`config.mk`:
```
export PLATFORM = sky130hd
export DESIGN_NAME = extint_latch
export DESIGN_NICKNAME = d
export VERILOG_FILES = /design/src/rtl/extint_pkg.sv /design/src/rtl/extint_sync.sv /design/src/rtl/extint_regs.sv /design/src/rtl/extint_core.sv /design/src/rtl/extint_latch.sv
export SDC_FILE = /design/constraint.sdc
export NUM_CORES = 1
export LEC_CHECK = 0
export BUFFER_PORTS_ARGS = -buffer_cell sky130_fd_sc_hd__buf_2
export CORE_AREA = 5 5 42 44
export CTS_BUF_LIST = sky130_fd_sc_hd__clkbuf_4 sky130_fd_sc_hd__clkbuf_8 sky130_fd_sc_hd__clkbuf_16
export CTS_CLUSTER_DIAMETER = 60
export DETAILED_ROUTE_END_ITERATION = 8
export DIE_AREA = 0 0 47 49
export PLACE_DENSITY = 0.53
export SLEW_MARGIN = 20
export SYNTH_ARGS = -nofsm -noshare
export SYNTH_HDL_FRONTEND = slang
export SYNTH_SLANG_ARGS = --single-unit
```
`constraint.sdc`:
```
create_clock -name clk_i -period 1.07 [get_ports clk_i]
set_input_delay 0.214 -clock clk_i [delete_from_list [all_inputs] [get_ports clk_i]]
set_output_delay 0.214 -clock clk_i [all_outputs]
set_load 0.02 [all_outputs]
```
`src/rtl/extint_pkg.sv`:
```
package extint_pkg;
    localparam int REG_W     = 8;
    localparam int BIT_MODE  = 0;
    localparam int BIT_IMASK = 1;
    localparam int BIT_ACK   = 2;
    localparam int BIT_FLAG  = 3;

    typedef struct packed {
        logic mode;
        logic imask;
    } ctrl_t;

    typedef struct packed {
        logic pend;
        logic ack_seen;
    } core_t;
endpackage

```
`src/rtl/extint_sync.sv`:
```
module extint_sync #(
    parameter int STAGES = 2
) (
    input  logic clk_i,
    input  logic rst_ni,
    input  logic pin_ni,
    output logic level_o,
    output logic fall_o
);
    typedef struct packed {
        logic [STAGES-1:0] chain;
        logic              prev;
    } sync_t;

    sync_t st_d, st_q;

    assign st_d.chain[0] = pin_ni;

    generate
        for (genvar i = 1; i < STAGES; i++) begin : g_stage
            assign st_d.chain[i] = st_q.chain[i-1];
        end
    endgenerate

    always_comb begin
        st_d.prev = st_q.chain[STAGES-1];
    end

    // Reset to the asserted level so a pin held low through reset is no edge.
    always_ff @(posedge clk_i or negedge rst_ni) begin
        if (!rst_ni) st_q <= '0;
        else         st_q <= st_d;
    end

    assign level_o = st_q.chain[STAGES-1];
    assign fall_o  = st_q.prev & ~st_q.chain[STAGES-1];
endmodule

```
`src/rtl/extint_regs.sv`:
```
module extint_regs
    import extint_pkg::*;
(
    input  logic             clk_i,
    input  logic             rst_ni,
    input  logic             wr_i,
    input  logic [REG_W-1:0] wdata_i,
    output logic             mode_o,
    output logic             imask_o,
    output logic             sw_ack_o
);
    ctrl_t ctl_d, ctl_q;
    logic  unused_wbits;

    always_comb begin
        ctl_d = ctl_q;
        if (wr_i) begin
            ctl_d.mode  = wdata_i[BIT_MODE];
            ctl_d.imask = wdata_i[BIT_IMASK];
        end
    end

    always_ff @(posedge clk_i or negedge rst_ni) begin
        if (!rst_ni) ctl_q <= '0;
        else         ctl_q <= ctl_d;
    end

    assign mode_o       = ctl_q.mode;
    assign imask_o      = ctl_q.imask;
    assign sw_ack_o     = wr_i & wdata_i[BIT_ACK];
    assign unused_wbits = ^wdata_i;
endmodule

```
`src/rtl/extint_core.sv`:
```
module extint_core
    import extint_pkg::*;
(
    input  logic clk_i,
    input  logic rst_ni,
    input  logic fall_i,
    input  logic level_i,
    input  logic mode_i,
    input  logic ack_i,
    output logic pend_o
);
    core_t cs_d, cs_q;
    logic  ack_hit;

    always_comb begin
        cs_d    = cs_q;
        ack_hit = ack_i | cs_q.ack_seen;
        if (fall_i) begin
            cs_d.pend     = 1'b1;
            cs_d.ack_seen = 1'b0;
        end else if (cs_q.pend) begin
            if (!mode_i) begin
                cs_d.pend     = ~ack_i;
                cs_d.ack_seen = 1'b0;
            end else if (ack_hit && level_i) begin
                cs_d.pend     = 1'b0;
                cs_d.ack_seen = 1'b0;
            end else begin
                cs_d.ack_seen = ack_hit;
            end
        end else begin
            cs_d.ack_seen = 1'b0;
        end
    end

    always_ff @(posedge clk_i or negedge rst_ni) begin
        if (!rst_ni) cs_q <= '0;
        else         cs_q <= cs_d;
    end

    assign pend_o = cs_q.pend;
endmodule

```
`src/rtl/extint_latch.sv`:
```
module extint_latch
    import extint_pkg::*;
#(
    parameter int SYNC_STAGES = 2
) (
    input  logic             clk_i,
    input  logic             rst_ni,
    input  logic             pin_ni,
    input  logic             reg_wr_i,
    input  logic [REG_W-1:0] reg_wdata_i,
    output logic [REG_W-1:0] reg_rdata_o,
    input  logic             vec_ack_i,
    input  logic             cpu_mask_i,
    output logic             irq_o
);
    logic pin_level, edge_fall;
    logic mode, imask, sw_ack, pend;

    extint_sync #(.STAGES(SYNC_STAGES)) u_sync (
        .clk_i   (clk_i),
        .rst_ni  (rst_ni),
        .pin_ni  (pin_ni),
        .level_o (pin_level),
        .fall_o  (edge_fall)
    );

    extint_regs u_regs (
        .clk_i    (clk_i),
        .rst_ni   (rst_ni),
        .wr_i     (reg_wr_i),
        .wdata_i  (reg_wdata_i),
        .mode_o   (mode),
        .imask_o  (imask),
        .sw_ack_o (sw_ack)
    );

    extint_core u_core (
        .clk_i   (clk_i),
        .rst_ni  (rst_ni),
        .fall_i  (edge_fall),
        .level_i (pin_level),
        .mode_i  (mode),
        .ack_i   (vec_ack_i | sw_ack),
        .pend_o  (pend)
    );

    always_comb begin
        reg_rdata_o            = '0;
        reg_rdata_o[BIT_MODE]  = mode;
        reg_rdata_o[BIT_IMASK] = imask;
        reg_rdata_o[BIT_FLAG]  = pend;
    end

    assign irq_o = pend & ~imask & ~cpu_mask_i;
endmodule

```
Word-level counts from Yosys, hierarchy flattened

Cells that the tools add are included.

Input bits: 14
Register bits after elaboration: 7

Bitwise gates (word level): 10
Multiplexer cells: 6
Reductions and logical operators: 1

Operators with widths:

| kind              | count |
|---|---|
| 1-bit bitwise AND | 4 |
| 1-bit two-way mux | 4 |
| 2-bit two-way mux | 2 |
| 1-bit NOT         | 4 |
| 1-bit OR          | 2 |
| 1-bit logical AND | 1 |

Logic depth before layout (Yosys ltp)

Depth after elaboration: 8
Mapped depth: 2
Depth with buffers taken out: 2

Cells and area by module

Synthesis repeated with hierarchy kept, for this count alone.

Cell total of the unflattened synthesis: 29
Area, all modules: 347.8 µm²

Modules (own cells, without submodules):

| module       | cells each | times used | sequential area each (µm²) | area an instance (µm²) |
|---|---|---|---|---|
| extint_core  | 9          | 1          | 50.0                       | 96.3 |
| extint_sync  | 4          | 1          | 75.1                       | 88.8 |
| extint_latch | 11         | 1          | 0.0                        | 82.6 |
| extint_regs  | 5          | 1          | 50.0                       | 80.1 |

Least setup slack after synthesis

No wires, ideal clock.

Kind: flip-flop to output port
From: register u_regs.ctl_q (netlist bit u_regs.imask_o)
To: output port irq_o
Path buffers: 0
Arrival time: 0.910 ns
Stages on the path, launching flop included: 2
Slack: -0.054 ns
Data required time: 0.856 ns
Path through: dfrtp_1 -> nor3b_1

Word-level cells in the longest chain between the ends: 3

Ends and longest elaborated chain:

| element                        | RTL line           | text |
|---|---|---|
| start: declaration             | extint_regs.sv:12  | `ctrl_t ctl_d, ctl_q;` |
| start signal: assignment       | extint_regs.sv:25  | `else ctl_q <= ctl_d;` |
| 1-bit NOT                      | extint_latch.sv:54 | `assign irq_o = pend & ~imask & ~cpu_mask_i;` |
| 1-bit bitwise AND (2 in a row) | extint_latch.sv:54 |  |
| end: declaration               | extint_latch.sv:14 | `output logic irq_o` |

No other way between the ends.

Worst setup path in the final report

Ends and elaborated chain as after synthesis.

==> results.json <==
{
  "status": "finished with violations",
  "violations": "negative setup slack",
  "max_freq_ghz": 0.835,
  "drt-wirelength-per-cell_um": 10.4,
  "synth_area_um2": 322,
  "grt_pass1_wl_um": 1010,
  "fin_crit_sh_pct": 112,
  "path_clk_slew_ns": 0.05,
  "power.density_nw_per_um2": 1540,
  "start_util_pct": 22.9,
  "final_cell_mix": "10 x buf_2, 7 x dfrtp_1, 5 x conb_1",
  "numPortBuffers": 12,
  "path_class": "reg2out",
  "pin_count": 23,
  "r2r-start": "u_core.pend_o$_DFF_PN0_",
  "finalPower_w": 0.000662,
  "dieArea_um2": 2300,
  "avgSynthCellArea_um2": 12.4,
  "dp_cells": 50,
  "vias": 223,
  "die_y_um": 49,
  "final_cell_count_no_fill": 58,
  "dr.pass1.iters": 3,
  "drtAntennaViolNets": 0,
  "routabilityCongestion": 0.600,
  "n_antenna_cell": 0,
  "grt_pass1_vias": 254,
  "crit_chain": "nor3b_2 -> buf_4",
  "via_per_inst": 3.84,
  "critPathLaunchType": "flip-flop",
  "timing.final.ws_setup_ns": -0.127,
  "max_stage_delay_ns": 0.39,
  "cts_tree": "built",
  "root_buffer": "clkbuf_4",
  "critPathMaxFanout": 2,
  "h-tree-depth": 1,
  "arrival_ns": 0.98,
  "core_area_um2": 1400,
  "rsz0062_at_grt": "true",
  "post-synth-top-area-cell": "dfrtp_1",
  "area_growth_pct": 33.9,
  "first_iter_violations": 2,
  "cts_buffers": 3,
  "ys_seq_elements": 7,
  "nNetsFinal": 57,
  "fin_util_pct": 30.7,
  "fin_skew_ns": 0.00232,
  "drc": 0,
  "antenna_found_initial": 0,
  "overflow": 0,
  "final_layout_size_suffix_gt1_share_pct": 57.1,
  "setup-tns-final_ns": -0.185,
  "die_x_um": 47,
  "maxCapViolCount": 0,
  "slew_viol_final": 0,
  "synth_top_cell_area_share_pct": 54.5,
  "hold_path.class": "in2reg",
  "crit_slowest_cell": "dfrtp_1",
  "fin_crit_ns": 1.20,
  "clock_latency_ns": 0.25,
  "ys_seq_area_share_pct": 54.5,
  "numClockSinks": 7,
  "finalHoldViolations": 0,
  "end_kind": "output port",
  "final_common_cell": "buf_2",
  "postRouteWirelength_um": 606,
  "worstSetupStartpoint": "u_regs.imask_o$_DFFE_PN0P_",
  "syn_inst": 26,
  "yosysWarnings": 0,
  "yosys-top-cells-area": "dfrtp_1 54%, buf_4 19%, mux2_2 7.0%",
  "finalSetupViolations": 2,
  "synth_cell_types": 12,
  "preCtsSetupSlack_ns": 0.134,
  "cts_buffer_depth": 2,
  "rows": 14,
  "grt_max_degree": 8,
  "ir_drop_mv": 0.875,
  "power_leakage_nw": 0.209,
  "grt_use_total_pct": 6.53,
  "critPathRequiredTime_ns": 0.86,
  "hold_path_startpoint": "pin_ni"
}
## final timing paths
path	endpoint	slack [ns]	depth (start not counted)
max	irq_o	-0.13	2
min	u_sync.st_d[2]$_DFF_PN0_	0.06	1
max reg2reg	u_core.cs_q[0]$_DFF_PN0_	0.12	3
min reg2reg	u_sync.level_o$_DFF_PN0_	0.35	0
max in group asynchronous	u_core.pend_o$_DFF_PN0_	0.59	2
min in group asynchronous	u_regs.mode_o$_DFFE_PN0P_	0.33	2
## Yosys cell counts (all sizes together)
cell type  number
a2111oi         1
a21boi          1
a21oi           2
buf             8
conb            1
dfrtp           7
inv             1
mux2            2
nand2           1
nor3b           1
o2bb2ai         1
## kinds of logic after synthesis
logic type             after synthesis  synth area share, %
other                                1                 1.17
multiplexers                         2                 7.00
flip-flops                           7                 54.5
AO/OA/AOI/OAI                        5                 14.0
AND/OR/NAND/NOR                      2                 3.50
buffers and inverters                9                 19.8
## critical path: cells and delay by family (launching register included)
| kind | cells | cell delay (ns) |
|---|---|---|
| buffers and inverters | 1 | 0.17 |
| AND/OR/NAND/NOR | 1 | 0.17 |
| flip-flops | 1 | 0.39 |
## area by class of cell
type / count / area (µm²)
clock inverter: 1 / 5.00
fill: 148 / 971
tap: 16 / 20.0
timing repair buffer: 16 / 101
sequential: 7 / 175
inverter: 1 / 3.75
multi-input combinational: 14 / 103
clock buffer: 3 / 22.5
## where the power goes
| group | switching, W | internal, W | total (W) |
|---|---|---|---|
| clock network | 0.000101 | 0.000137 | 0.000238 |
| logic | 0.0000690 | 0.0000591 | 0.000128 |
| registers | 0.0000122 | 0.000284 | 0.000296 |
## per-layer routing
layer  part of all wire, %  wire, µm  GRT usage, %
met5                     0         0             0
met4                     0         0          1.38
met3                    10        62          6.64
met2                    53       323          11.1
met1                    36       220          4.97
## sequential cells by signal, summed over array words and instances, names as in the netlist
register and flops:
u_core.pend_o 1, u_sync.level_o 1, u_sync.st_q 1, u_core.cs_q 1
u_sync.st_d 1, u_regs.imask_o 1, u_regs.mode_o 1
## through the flow
stage               area, µm²  hold slack [ns]
global route              430           0.0470
global placement          362           0.0524
floorplan                 342          -0.0816
detailed placement        362           0.0599
finish                    430           0.0645
CTS                       430           0.0501
## what timing repair did
item | 4_1_cts | 5_1_grt
setup endpoints to repair | 2 | 2
hold endpoints to repair | 7 | 0
setup buffers | 3 | 0
gates resized for setup | 3 | 0
hold buffers | 1 | 0
pin swaps | 1 | 0
Note: power is estimated with default switching activity, not from simulation.
